`src/rtl/rrt_pkg.sv`:
```
package rrt_pkg;

  typedef enum logic [1:0] {
    ST_RESET   = 2'd0,
    ST_CYCLE   = 2'd1,
    ST_LOCKOUT = 2'd2
  } rrt_state_e;

  // Decode a state into its three indication bits {lockout, cycle, reset}
  function automatic logic [2:0] state_bits(input rrt_state_e s);
    case (s)
      ST_CYCLE:   state_bits = 3'b010;
      ST_LOCKOUT: state_bits = 3'b100;
      default:    state_bits = 3'b001;
    endcase
  endfunction

  // Next state from requests and timer expiry; lockout outranks cycle, both outrank expiry
  function automatic rrt_state_e next_state(input rrt_state_e s, input logic lko,
                                            input logic cyc, input logic expired);
    if (lko)          next_state = ST_LOCKOUT;
    else if (cyc)     next_state = ST_CYCLE;
    else if (expired) next_state = ST_RESET;
    else              next_state = s;
  endfunction

endpackage

```
`src/rtl/rrt_time_sel.sv`:
```
module rrt_time_sel
  import rrt_pkg::*;
#(
  parameter int TW = 16
) (
  input  rrt_state_e    state,
  input  logic [TW-1:0] cyc_time,
  input  logic [TW-1:0] lko_time,
  output logic [TW-1:0] sel_time
);

  function automatic logic [TW-1:0] pick_time(input rrt_state_e s,
                                              input logic [TW-1:0] c,
                                              input logic [TW-1:0] l);
    pick_time = (s == ST_LOCKOUT) ? l : c;
  endfunction

  assign sel_time = pick_time(state, cyc_time, lko_time);

endmodule

```
`src/rtl/rrt_down_timer.sv`:
```
module rrt_down_timer #(
  parameter int TW = 16
) (
  input  logic          clk,
  input  logic          rst,
  input  logic          start,
  input  logic          abort,
  input  logic          hold,
  input  logic [TW-1:0] load_val,
  output logic          armed,
  output logic          expire
);

  logic [TW-1:0] cnt_q;

  function automatic logic at_zero(input logic [TW-1:0] c);
    at_zero = (c == '0);
  endfunction

  assign expire = armed && !hold && !abort && at_zero(cnt_q);

  always_ff @(posedge clk) begin
    if (rst) begin
      armed <= 1'b0;
      cnt_q <= '0;
    end else if (abort) begin
      armed <= 1'b0;
    end else if (armed) begin
      if (hold)               cnt_q <= load_val;
      else if (at_zero(cnt_q)) armed <= 1'b0;
      else                     cnt_q <= cnt_q - 1'b1;
    end else if (start) begin
      armed <= 1'b1;
      cnt_q <= load_val;
    end
  end

endmodule

```
`src/rtl/rrt_state_fsm.sv`:
```
module rrt_state_fsm
  import rrt_pkg::*;
(
  input  logic       clk,
  input  logic       rst,
  input  logic       lko_req,
  input  logic       cyc_req,
  input  logic       expire,
  output rrt_state_e state
);

  always_ff @(posedge clk) begin
    if (rst) state <= ST_RESET;
    else     state <= next_state(state, lko_req, cyc_req, expire);
  end

endmodule

```
`src/rtl/reclose_reset_timer.sv`:
```
module reclose_reset_timer
  import rrt_pkg::*;
#(
  parameter int TW = 16
) (
  input  logic          clk,
  input  logic          rst,
  input  logic          reset_req,
  input  logic          cycle_req,
  input  logic          lockout_req,
  input  logic          hold_rst,
  input  logic [TW-1:0] cyc_time,
  input  logic [TW-1:0] lko_time,
  output logic          st_reset,
  output logic          st_cycle,
  output logic          st_lockout,
  output logic          timing_active
);

  rrt_state_e    state;
  logic [TW-1:0] sel_time;
  logic          tmr_armed;
  logic          ev_expire;
  logic          ev_abort;
  logic          ev_start;
  logic [2:0]    st_vec;

  assign ev_abort = lockout_req || cycle_req;
  assign ev_start = reset_req && (state != ST_RESET) && !tmr_armed && !ev_abort;

  rrt_time_sel #(.TW(TW)) u_sel (
    .state    (state),
    .cyc_time (cyc_time),
    .lko_time (lko_time),
    .sel_time (sel_time)
  );

  rrt_down_timer #(.TW(TW)) u_tmr (
    .clk      (clk),
    .rst      (rst),
    .start    (ev_start),
    .abort    (ev_abort),
    .hold     (hold_rst),
    .load_val (sel_time),
    .armed    (tmr_armed),
    .expire   (ev_expire)
  );

  rrt_state_fsm u_fsm (
    .clk     (clk),
    .rst     (rst),
    .lko_req (lockout_req),
    .cyc_req (cycle_req),
    .expire  (ev_expire),
    .state   (state)
  );

  assign st_vec        = state_bits(state);
  assign st_reset      = st_vec[0];
  assign st_cycle      = st_vec[1];
  assign st_lockout    = st_vec[2];
  assign timing_active = tmr_armed && !hold_rst;

endmodule

```
`config.mk`:
```
export PLATFORM = sky130hd
export DESIGN_NAME = reclose_reset_timer
export DESIGN_NICKNAME = d
export VERILOG_FILES = /design/src/rtl/rrt_pkg.sv /design/src/rtl/rrt_time_sel.sv /design/src/rtl/rrt_down_timer.sv /design/src/rtl/rrt_state_fsm.sv /design/src/rtl/reclose_reset_timer.sv
export SDC_FILE = /design/constraint.sdc
export NUM_CORES = 1
export LEC_CHECK = 0
export BUFFER_PORTS_ARGS = -buffer_cell sky130_fd_sc_hd__buf_2
export CORE_MARGIN = 5
export CORE_UTILIZATION = 56
export DETAILED_ROUTE_END_ITERATION = 12
export GPL_TIMING_DRIVEN = 0
export PLACE_DENSITY = 0.94
export SYNTH_ARGS = -nofsm -noshare
export SYNTH_HDL_FRONTEND = slang
export SYNTH_HIERARCHICAL = 1
export SYNTH_SLANG_ARGS = --single-unit
export TNS_END_PERCENT = 10
```
`constraint.sdc`:
```
create_clock -name clk -period 5.6 [get_ports clk]
set_input_delay 0.28 -clock clk [delete_from_list [all_inputs] [get_ports clk]]
set_output_delay 0.28 -clock clk [all_outputs]
set_load 0.1 [all_outputs]
```
# == Word level (Yosys, flattened, before mapping) ==
# Cells that the tools add are included.
# totals
output_inout_bits,4
elab_cells,40
input_bits,38
register_bits,19
# classes
n_eq_ne,3
reduce_logical,18
mux,13
bitwise_logic,1
add_sub_neg,1
# ops
cell,count
two-way mux 16 bit,5
zero test 16 bit,1
subtractor 16 x 1 -> 16 bit (second input constant),1
logical AND 1 bit,6
two-way mux 2 bit,3
case mux 3 bit (2 select lines),1
nonzero test 2 bit,3
two-way mux 1 bit,4
OR reduction 2 bit,2
zero test 1 bit,3
inequality test 3 bit (second input constant),1
AND reduction 3 bit,1
nonzero test 3 bit,1
equality test 2 x 1 -> 1 bit (second input constant),1
equality test 2 bit (second input constant),1
logical OR 1 bit,1
inverter 1 bit,1

# == Longest topological paths before layout ==
# Gate-level depths: netlist of the first run.
# depth
ltp_word,7
ltp_mapped,8
ltp_nobuf,8

# == By module ==
# The synthesis of the first run kept the hierarchy.
# by_module_without_submodules
mod,n_inst,seq_area_each_um2,cells_each,area_each_um2
rrt_down_timer,1,340.3,154,1096.1
rrt_time_sel,1,0.0,19,262.8
reclose_reset_timer,1,0.0,9,78.8
rrt_state_fsm,1,40.0,8,75.1

# == Least setup slack after synthesis of the first run ==
# OpenSTA, ideal clock, no wires.
# synth_path
path_type,register -> register
from,register u_tmr.cnt_q[0]
to,register u_tmr.cnt_q[14]
path_buffers,1
stages_incl_launch_ff,9
arrival_time_ns,1.881
setup_time_ns,0.131
slack_ns,3.588
period_less_slack_ns,2.012
required_ns,5.469
cell_sequence,dfxtp_1 inv_1 ha_1 or3b_1 nor4_4 a211oi_1 buf_2 nand2_1 a21oi_2
# synth_between
elab_chain_cells,4
elab_cells_between_ends,7
classes_between,1 x add/sub; 1 x eq/ne; 3 x mux; 2 x reduce/logical
# synth_lines
item,line_no,rtl
from (decl),rrt_down_timer.sv:14,logic [TW-1:0] cnt_q;
from (signal assigned),rrt_down_timer.sv:29,if (hold) cnt_q <= load_val;
from (signal assigned),rrt_down_timer.sv:31,else cnt_q <= cnt_q - 1'b1;
from (signal assigned),rrt_down_timer.sv:34,cnt_q <= load_val;
subtractor 16 x 1 -> 16 bit,rrt_down_timer.sv:31,
two-way mux 16 bit,rrt_down_timer.sv:30,else if (at_zero(cnt_q)) armed <= 1'b0;
two-way mux 16 bit,rrt_down_timer.sv:29,
two-way mux 16 bit,rrt_down_timer.sv:28,end else if (armed) begin
# Parallel ways exist; a longest one is shown, timed or not. The select of a mux whose other input is x is not followed.
# A chain may end at the register's enable or synchronous reset.

# == Final worst setup path of the first run ==
# layout_path
from,register u_tmr.cnt_q[0]
to,register u_tmr.cnt_q[11]
# The elaborated chain is that of the path after synthesis.

==> impl_metrics.yaml, run 1 <==
synthesis:
  yosys.area.top_type: "dfxtp_1"
  seq_area_frac_synth_pct: 25.1
  synth_nets: 232
  ys_types: 41
  avgSynthCellArea_sq_um: 7.96
  syn_area_sq_um: 1510
  async_flop_share_pct: 0
  synth_flop_cell: "dfxtp_1"
  synth.top_cells.by_area: "dfxtp_1 25%, mux2_4 9.9%, nand2_1 6.7%, a21oi_1 6.6%, o21ai_0 5.6%"
  synth_top_cell_area_share_pct: 25.1
  ys.warnings.count: 6
  synth-edff-count: 0
  yosys_register_bits: 19
  synthCells: 190
detailed_routing:
  detail_route.wl_per_cell_microns: 13.9
  via_count: 1541
  ant_nets: 0
  drc: 0
  drtIter0Drc: 88
  first_pass_iters: 4
  vias_per_cell: 5.82
  drt_wl_total_microns: 3680
pwr:
  switching_share_pct: 29.7
  combinationalPowerShare_pct: 28.1
  power_density_nw_per_um2: 164
  leakagePower_nw: 0.763
  clkPwrFrac_pct: 24.4
  p_switching_mw: 0.0869
  pwr-share-seq_pct: 47.5
  vdd_drop_max_v: 0.000122
  internal_power_mw: 0.206
floorplan:
  die_height_microns: 62.0
  start_util_pct: 60.0
  rows: 18
  die_area_sq_um: 3840
  ioPinCount: 42
  die_w_microns: 62.0
  core-area_sq_um: 2520
hold_path:
  hp-class: "input port to flop"
  hold_path_depth: 2
worst_setup_path:
  endpoint_kind: "flop"
  crit_fanout: 10
  path_class: "flop to flop"
  cpMaxStageDelayCell: "a211oi_1"
  path_cells: "inv_1, ha_1, or3b_1, nor4_4, a211oi_1, buf_2, nand2_1, a21oi_1"
  r2r_cells: 8
  critical_path_required_ns: 5.83
  cp.arrival_ns: 2.69
  max_stage_delay_ns: 0.68
  worstSetupStartpointType: "flop"
clocking:
  cts_made_buffers: 3
  cts_buffer_depth: 2
  cts_tree: "yes"
  clk_pin_slew_worst_paths_ns: 0.11
  cts_resized: 0
  htreeDepth: 1
  cts-root-buf: "clkbuf_4"
  postCtsHoldBufs: 0
  cts_setup_buffers: 0
  cts_sinks: 19
  clkLatencyLatePin_ns: 0.30
timing:
  fin_crit_sh_pct: 43.9
  finalClockSkew_ns: 0.00392
  fmax_mhz: 407
  finalMaxSlewViolations: 0
  hold_viol_final: 0
  finalCriticalPeriod_ns: 2.46
  timing.hold.ws_ns: 0.154
  rsz0062_at_grt: "false"
  final.setup.tns_ns: 0
  worstMarginPinSlew_ns: 0.766
  slew_headroom_pct: 48.7
  finalSetupViolations: 0
global_routing:
  antenna_found_initial: 0
  globalRoute.totalOverflow: 0
  track_usage_pct: 21.7
  grt_pass1_wl_microns: 6110
  grt_max_degree: 11
  grt_pass1_vias: 1439
final_layout:
  syn_to_final_growth_pct: 17.8
  drive_above_1_share_pct: 33.6
  finalInstanceArea_sq_um: 1780
  final_common_cell: "buf_2"
  nets: 278
  mostFrequentLayoutCells: "42 x buf_2, 27 x nand2_1, 21 x nor2_1"
  n_antenna_cell: 0
run:
  cap_violations: 0
placed_design:
  post_dp_cell_area_sq_um: 1760
  place.gp.congestion: 0.834
  dp_hpwl_microns: 2730
  numPortBuffers: 41
status:
  status: "complete, no violations"
## registers in the layout (all words and copies together) (netlist names)
register	flops
u_tmr/cnt_q	16
u_tmr/armed	1
u_fsm/state	2
## cells by family after synthesis
group | synth area share [%]
and+or+nand+nor | 26.5
AOI/OAI and AO/OA | 22.7
buffers and inverters | 7.94
DFF | 25.1
muxes | 14.4
adders and majority gates | 3.31
## synthesized netlist by cell type, types with 3 or more instances
library cell,n
a211oi_1,3
a21oi_1,20
a22o_1,3
buf_6,3
clkbuf_1,6
dfxtp_1,19
ha_1,4
inv_1,7
mux2_2,6
mux2_4,10
nand2_1,27
nor2_1,21
nor2b_1,3
nor3_1,4
o21ai_0,17
o31ai_1,3
o41ai_1,3
or2_2,3
## layer usage
layer / vias up / wire length, microns / GRT usage (%)
li1: 762 / - / -
met1: 697 / 1470 / 27.0
met2: 74 / 1840 / 35.4
met3: 8 / 317 / 3.31
met4: 0 / 60 / 12.4
met5: - / 0 / 0
## final timing paths
| path | endpoint | slack, ns | from |
|---|---|---|---|
| worst min register to register | u_tmr/cnt_q[6] | 0.49 | u_tmr/cnt_q[6] |
| worst max register to register | u_tmr/cnt_q[11] | 3.14 | u_tmr/cnt_q[0] |
| worst min-delay path | u_fsm/state[1] | 0.15 | rst |
| worst max-delay path | u_tmr/cnt_q[11] | 3.14 | u_tmr/cnt_q[0] |
## stage by stage
step           setup slack, ns  power, mW  utilization [%]  cells
3_5_place_dp              3.20      0.224             69.6    261
5_1_grt                   2.97      0.308             70.6    265
3_3_place_gp              3.23      0.222             69.6    261
6_report                  3.14      0.293             70.6    265
2_1_floorplan             3.59      0.203                -    190
4_1_cts                   3.17      0.296             70.6    265
## area by class of cell
| cell class | instances | area (sq um) |
|---|---|---|
| multi-input combinational | 150 | 1010 |
| fill | 215 | 741 |
| sequential | 19 | 380 |
| timing repair buffer | 41 | 205 |
| buffer | 14 | 93.8 |
| tap | 30 | 37.5 |
| clock buffer | 4 | 26.3 |
| inverter | 7 | 26.3 |
## worst max-delay path, delay by kind of cell, from the launching register on
family,cells,cell delay [ns]
compound gates,2,0.82
simple gates,3,0.51
flops,1,0.40
buf+inv,2,0.42
fa+ha+maj,1,0.23
## power groups by stage
| stage | Combinational [mW] | Sequential [mW] | Clock, mW |
|---|---|---|---|
| 2_1_floorplan | 0.0613 | 0.141 | 0 |
| 3_3_place_gp | 0.0801 | 0.142 | 0 |
| 3_5_place_dp | 0.0817 | 0.142 | 0 |
| 4_1_cts | 0.0823 | 0.139 | 0.0748 |
| 5_1_grt | 0.0897 | 0.139 | 0.0787 |
| 6_report | 0.0821 | 0.139 | 0.0714 |
No activity file was read; power rests on OpenSTA's default activity.
==> inputs of run 2 (changes only) <==
--- a/config.mk
+++ b/config.mk
@@ -7,10 +7,10 @@
 export LEC_CHECK = 0
 export BUFFER_PORTS_ARGS = -buffer_cell sky130_fd_sc_hd__buf_2
 export CORE_MARGIN = 5
-export CORE_UTILIZATION = 56
+export CORE_UTILIZATION = 47
 export DETAILED_ROUTE_END_ITERATION = 12
 export GPL_TIMING_DRIVEN = 0
-export PLACE_DENSITY = 0.94
+export PLACE_DENSITY = 0.85
 export SYNTH_ARGS = -nofsm -noshare
 export SYNTH_HDL_FRONTEND = slang
 export SYNTH_HIERARCHICAL = 1
==> constraint.sdc (replaced) <==
create_clock -name clk -period 2.2 [get_ports clk]
set_input_delay 0.11 -clock clk [delete_from_list [all_inputs] [get_ports clk]]
set_output_delay 0.11 -clock clk [all_outputs]
set_load 0.1 [all_outputs]
==> run 2 against run 1 <==
  * Die area grew 16%
  * Non-clock buffer count grew 3
  * Maximum frequency increased by 14%
  * Largest power group unchanged
==> impl_metrics.yaml, run 2 (synthesis results as in run 1) <==
status:
  status: "complete, no violations"
global_routing:
  grt_pass1_wl_microns: 6200
  track_usage_pct: 17.8
  grt_pass1_vias: 1441
  globalRoute.totalOverflow: 0
  antenna_found_initial: 0
  grt_max_degree: 11
clocking:
  cts-root-buf: "clkbuf_4"
  htreeDepth: 1
  cts_made_buffers: 3
  cts_sinks: 19
  clk_pin_slew_worst_paths_ns: 0.12
  cts_tree: "yes"
  cts_buffer_depth: 2
  clkLatencyLatePin_ns: 0.30
pwr:
  switching_share_pct: 30.6
  power_density_nw_per_um2: 410
  pwr-share-seq_pct: 46.3
  vdd_drop_max_v: 0.000174
  total_power_mw: 0.765
  internal_power_mw: 0.531
  clkPwrFrac_pct: 24.8
  p_switching_mw: 0.234
  combinationalPowerShare_pct: 28.9
  leakagePower_nw: 0.777
placed_design:
  post-place-ws_ns: -0.249
  dp_hpwl_microns: 2700
  post_dp_cell_area_sq_um: 1770
  numPortBuffers: 41
  dp_cells: 275
  place.gp.congestion: 0.851
final_layout:
  fin_util_pct: 60.6
  finalInstanceArea_sq_um: 1860
  top_register: "u_tmr/cnt_q"
  final_common_cell: "buf_2"
  nets: 281
  n_antenna_cell: 0
  syn_to_final_growth_pct: 23.2
  largest_reg_flops: 16
  largestRegisters: "u_tmr/cnt_q (16), u_fsm/state (2), u_tmr/armed (1)"
  mostFrequentLayoutCells: "41 x buf_2, 27 x nand2_1, 21 x nor2_1"
  instances_no_fill: 282
  drive_above_1_share_pct: 36.1
detailed_routing:
  drt_wl_total_microns: 3820
  ant_nets: 0
  detail_route.wl_per_cell_microns: 13.5
  drtIter0Drc: 80
  via_count: 1545
  drc: 0
  first_pass_iters: 4
  vias_per_cell: 5.48
hold_path:
  hold_end: "u_fsm/state[0]"
  hp-class: "input port to flop"
  hold_start: "cycle_req"
  hold_path_depth: 2
timing:
  slew_headroom_pct: 60.6
  hold_viol_final: 0
  finalMaxSlewViolations: 0
  layout_setup_ws_ns: 0.0446
  finalSetupViolations: 0
  finalCriticalPeriod_ns: 2.16
  worstMarginPinSlew_ns: 0.586
  fmax_mhz: 464
  finalClockSkew_ns: 0.00184
  fin_crit_sh_pct: 98.0
worst_setup_path:
  rrSetupSlack_ns: 0.04
  crit_fanout: 10
  worstSetupStartpointType: "flop"
  reg2reg_to: "u_tmr/cnt_q[15]"
  endpoint_kind: "flop"
  path_class: "flop to flop"
  critical_path_required_ns: 2.44
  cp.arrival_ns: 2.39
  regToRegStartpoint: "u_tmr/cnt_q[0]"
  r2r_cells: 8
floorplan:
  die_w_microns: 66.7
  die_height_microns: 66.7
  die_area_sq_um: 4450
  core-area_sq_um: 3080
  rows: 20
  ioPinCount: 42
  start_util_pct: 49.1
run:
  cap_violations: 0
## run 2: worst max path at each step
stage	depth (start not counted)	end	start
CTS	7	u_tmr/cnt_q[8]	u_tmr/cnt_q[7]
floorplan	8	u_tmr/cnt_q[14]	u_tmr/cnt_q[0]
detailed placement	8	u_tmr/cnt_q[8]	u_tmr/cnt_q[0]
finish	8	u_tmr/cnt_q[15]	u_tmr/cnt_q[0]
global placement	8	u_tmr/cnt_q[8]	u_tmr/cnt_q[0]
global route	6	u_tmr/cnt_q[15]	u_tmr/cnt_q[7]
## run 2: metal layers
layer / global-route usage [%] / vias up / routed length, microns
met5: 0 / - / 0
met4: 7.11 / 0 / 39
met3: 2.19 / 4 / 362
met2: 29.5 / 83 / 1840
met1: 23.2 / 693 / 1580
li1: - / 765 / -
## run 2: repair_timing
item | CTS | global route
pin swaps | 1 | 3
gates resized for setup | 3 | 4
hold endpoints to repair | 1 | 0
hold buffers | 1 | 0
setup buffers | 0 | 3
setup endpoints to repair | 13 | 14
## run 2: stage by stage
step	hold WS [ns]	TNS (ns)
2_1_floorplan	0.179	0
3_3_place_gp	0.297	-1.72
3_5_place_dp	0.308	-2.20
4_1_cts	0.0318	0
5_1_grt	0.0497	-0.135
6_report	0.0386	0
## run 2: worst max-delay path: stages (launching register included)
cell,delay [ns]
dfxtp_1,0.36
inv_1,0.07
ha_2,0.20
or3b_4,0.44
nor4_4,0.33
a211o_4,0.25
buf_6,0.15
o21ai_0,0.12
a21oi_1,0.17
## run 2: cell type report
type,count,area [sq um]
inverters,7,26.3
clock buffers,4,26.3
well taps,44,55.1
multi-input cells,150,1040
flip-flops and latches,19,382
repair buffers,45,250
fillers,282,1210
plain buffers,13,88.8
## run 2: power groups by stage
| stage | Combinational [mW] | Clock, mW | Sequential, mW |
|---|---|---|---|
| detailed placement | 0.208 | 0 | 0.361 |
| finish | 0.221 | 0.189 | 0.354 |
| CTS | 0.211 | 0.192 | 0.354 |
| global placement | 0.205 | 0 | 0.361 |
| global route | 0.241 | 0.210 | 0.355 |
| floorplan | 0.156 | 0 | 0.360 |
==> inputs of run 3 (changes only) <==
--- a/config.mk
+++ b/config.mk
@@ -6,6 +6,7 @@
 export NUM_CORES = 1
 export LEC_CHECK = 0
 export BUFFER_PORTS_ARGS = -buffer_cell sky130_fd_sc_hd__buf_2
+export CORE_ASPECT_RATIO = 0.8
 export CORE_MARGIN = 5
 export CORE_UTILIZATION = 47
 export DETAILED_ROUTE_END_ITERATION = 12
==> run 3 against run 2 <==
  * Utilization rose by 0.46 points
  * Sequential share of layout area fell by 0.27 points
  * Clock skew rose by 0.0044 ns
  * Total power rose by 8.1%
  * Die area rose by 0.16%
  * Critical path depth fell by 2
  * Non-clock buffer count rose by 3
  * Setup slack improved by 0.032 ns
  * Sequential power barely moved
  * Design area rose by 1.0%
  * Highest routed layer unchanged
==> impl_metrics.yaml, run 3 (synthesis results as in run 1) <==
status:
  status: "complete, no violations"
clocking:
  cts_tree: "yes"
  cts-root-buf: "clkbuf_8"
  htreeDepth: 1
  cts_made_buffers: 3
  cts_buffer_depth: 2
  clkLatencyLatePin_ns: 0.27
  cts_sinks: 19
  clk_pin_slew_worst_paths_ns: 0.08
final_layout:
  syn_to_final_growth_pct: 24.5
  largestRegisters: "u_tmr/cnt_q (16), u_fsm/state (2), u_tmr/armed (1)"
  largest_reg_flops: 16
  drive_above_1_share_pct: 36.9
  fin_util_pct: 61.0
  instances_no_fill: 281
  finalInstanceArea_sq_um: 1880
  final_common_cell: "buf_2"
  seqCellArea_sq_um: 380
  mostFrequentLayoutCells: "41 x buf_2, 27 x nand2_1, 21 x nor2_1"
  fillerInstances: 268
  n_antenna_cell: 0
  multi_input_area_sq_um: 1030
  nets: 284
  top_register: "u_tmr/cnt_q"
timing:
  fin_crit_sh_pct: 96.5
  finalSetupViolations: 0
  hold_viol_final: 0
  final.setup.tns_ns: 0
  timing.hold.ws_ns: 0.0252
  fmax_mhz: 471
  layout_setup_ws_ns: 0.0763
  worstMarginPinSlew_ns: 0.571
  finalCriticalPeriod_ns: 2.12
  finalClockSkew_ns: 0.00629
  finalMaxSlewViolations: 0
  slew_headroom_pct: 61.6
worst_setup_path:
  max_stage_delay_ns: 0.55
  cpMaxStageDelayCell: "or4_4"
  critical_path_required_ns: 2.33
  path_class: "flop to flop"
  cp.arrival_ns: 2.25
  path_cells: "or4_4, buf_6, nor4_2, a21oi_1, o21ai_0, a21oi_1"
  path_buf_inv: 1
  worstSetupStartpointType: "flop"
  crit_top_cell: "a21oi_1"
  endpoint_kind: "flop"
  crit_fanout: 7
  crit_family: "simple AND/OR/NAND/NOR gates"
placed_design:
  place.gp.congestion: 0.866
  post-place-ws_ns: -0.213
  post_dp_cell_area_sq_um: 1770
  dp_cells: 271
  numPortBuffers: 41
  dp_hpwl_microns: 2760
global_routing:
  antenna_found_initial: 0
  track_usage_pct: 18.2
  grt_pass1_wl_microns: 6280
  globalRoute.totalOverflow: 0
  grt_pass1_vias: 1460
  grt_max_degree: 12
detailed_routing:
  ant_nets: 0
  first_pass_iters: 5
  vias_per_cell: 5.48
  drc: 0
  drtIter0Drc: 130
  wl_met2_microns: 1920
  maxUsedRoutingLayer: "met4"
  via_count: 1540
  drt_wl_total_microns: 3980
  detail_route.wl_per_cell_microns: 14.1
  wl_met3_microns: 326
  drt-met1-wl_microns: 1700
floorplan:
  die_w_microns: 73.4
  die_area_sq_um: 4460
  die_height_microns: 60.7
  start_util_pct: 49.0
  rows: 18
  ioPinCount: 42
  core-area_sq_um: 3090
pwr:
  power_density_nw_per_um2: 439
  total_power_mw: 0.826
  vdd_drop_max_v: 0.000317
  leakagePower_nw: 0.800
hold_path:
  hp-class: "input port to flop"
run:
  cap_violations: 0
run 3: power by group:
part           internal (mW)  switching, mW
sequential             0.348        0.00532
clock                  0.126          0.126
combinational          0.110          0.110
total                  0.585          0.241
run 3: worst reg2reg max path, stage by stage (launching register included):
cell	delay (ns)
dfxtp_1	0.38
or4_4	0.56
buf_6	0.15
nor4_2	0.49
a21oi_1	0.16
o21ai_0	0.17
a21oi_1	0.08
run 3: worst paths after layout:
path	startpoint	to	slack, ns	depth (start not counted)
max	u_tmr/cnt_q[7]	u_tmr/cnt_q[15]	0.08	6
min reg2reg	u_tmr/cnt_q[10]	u_tmr/cnt_q[10]	0.48	2
max reg2reg	u_tmr/cnt_q[7]	u_tmr/cnt_q[15]	0.08	6
min	rst	u_fsm/state[1]	0.03	2
run 3: area by class of cell:
| class | instances | share of cell area [%] |
|---|---|---|
| Clock inverter | 1 | 0.266 |
| Inverter | 7 | 1.40 |
| Multi-Input combinational cell | 150 | 54.9 |
| Timing Repair Buffer | 47 | 13.3 |
| Buffer | 14 | 5.12 |
| Clock buffer | 3 | 2.19 |
| Tap cell | 40 | 2.66 |
| Sequential cell | 19 | 20.2 |
run 3: timing repair:
item                       in CTS  in global routing
gates resized for setup         2                  4
hold buffers                    0                  0
pin swaps                       2                  2
setup endpoints to repair      11                 15
hold endpoints to repair        0                  0
buffers inserted                3                  3
run 3: metal layers:
metal / GRT usage, % / vias up
met2: 29.3 / 67
met4: 6.98 / 0
met3: 4.64 / 7
met1: 23.6 / 692
met5: 0 / -
li1: - / 774
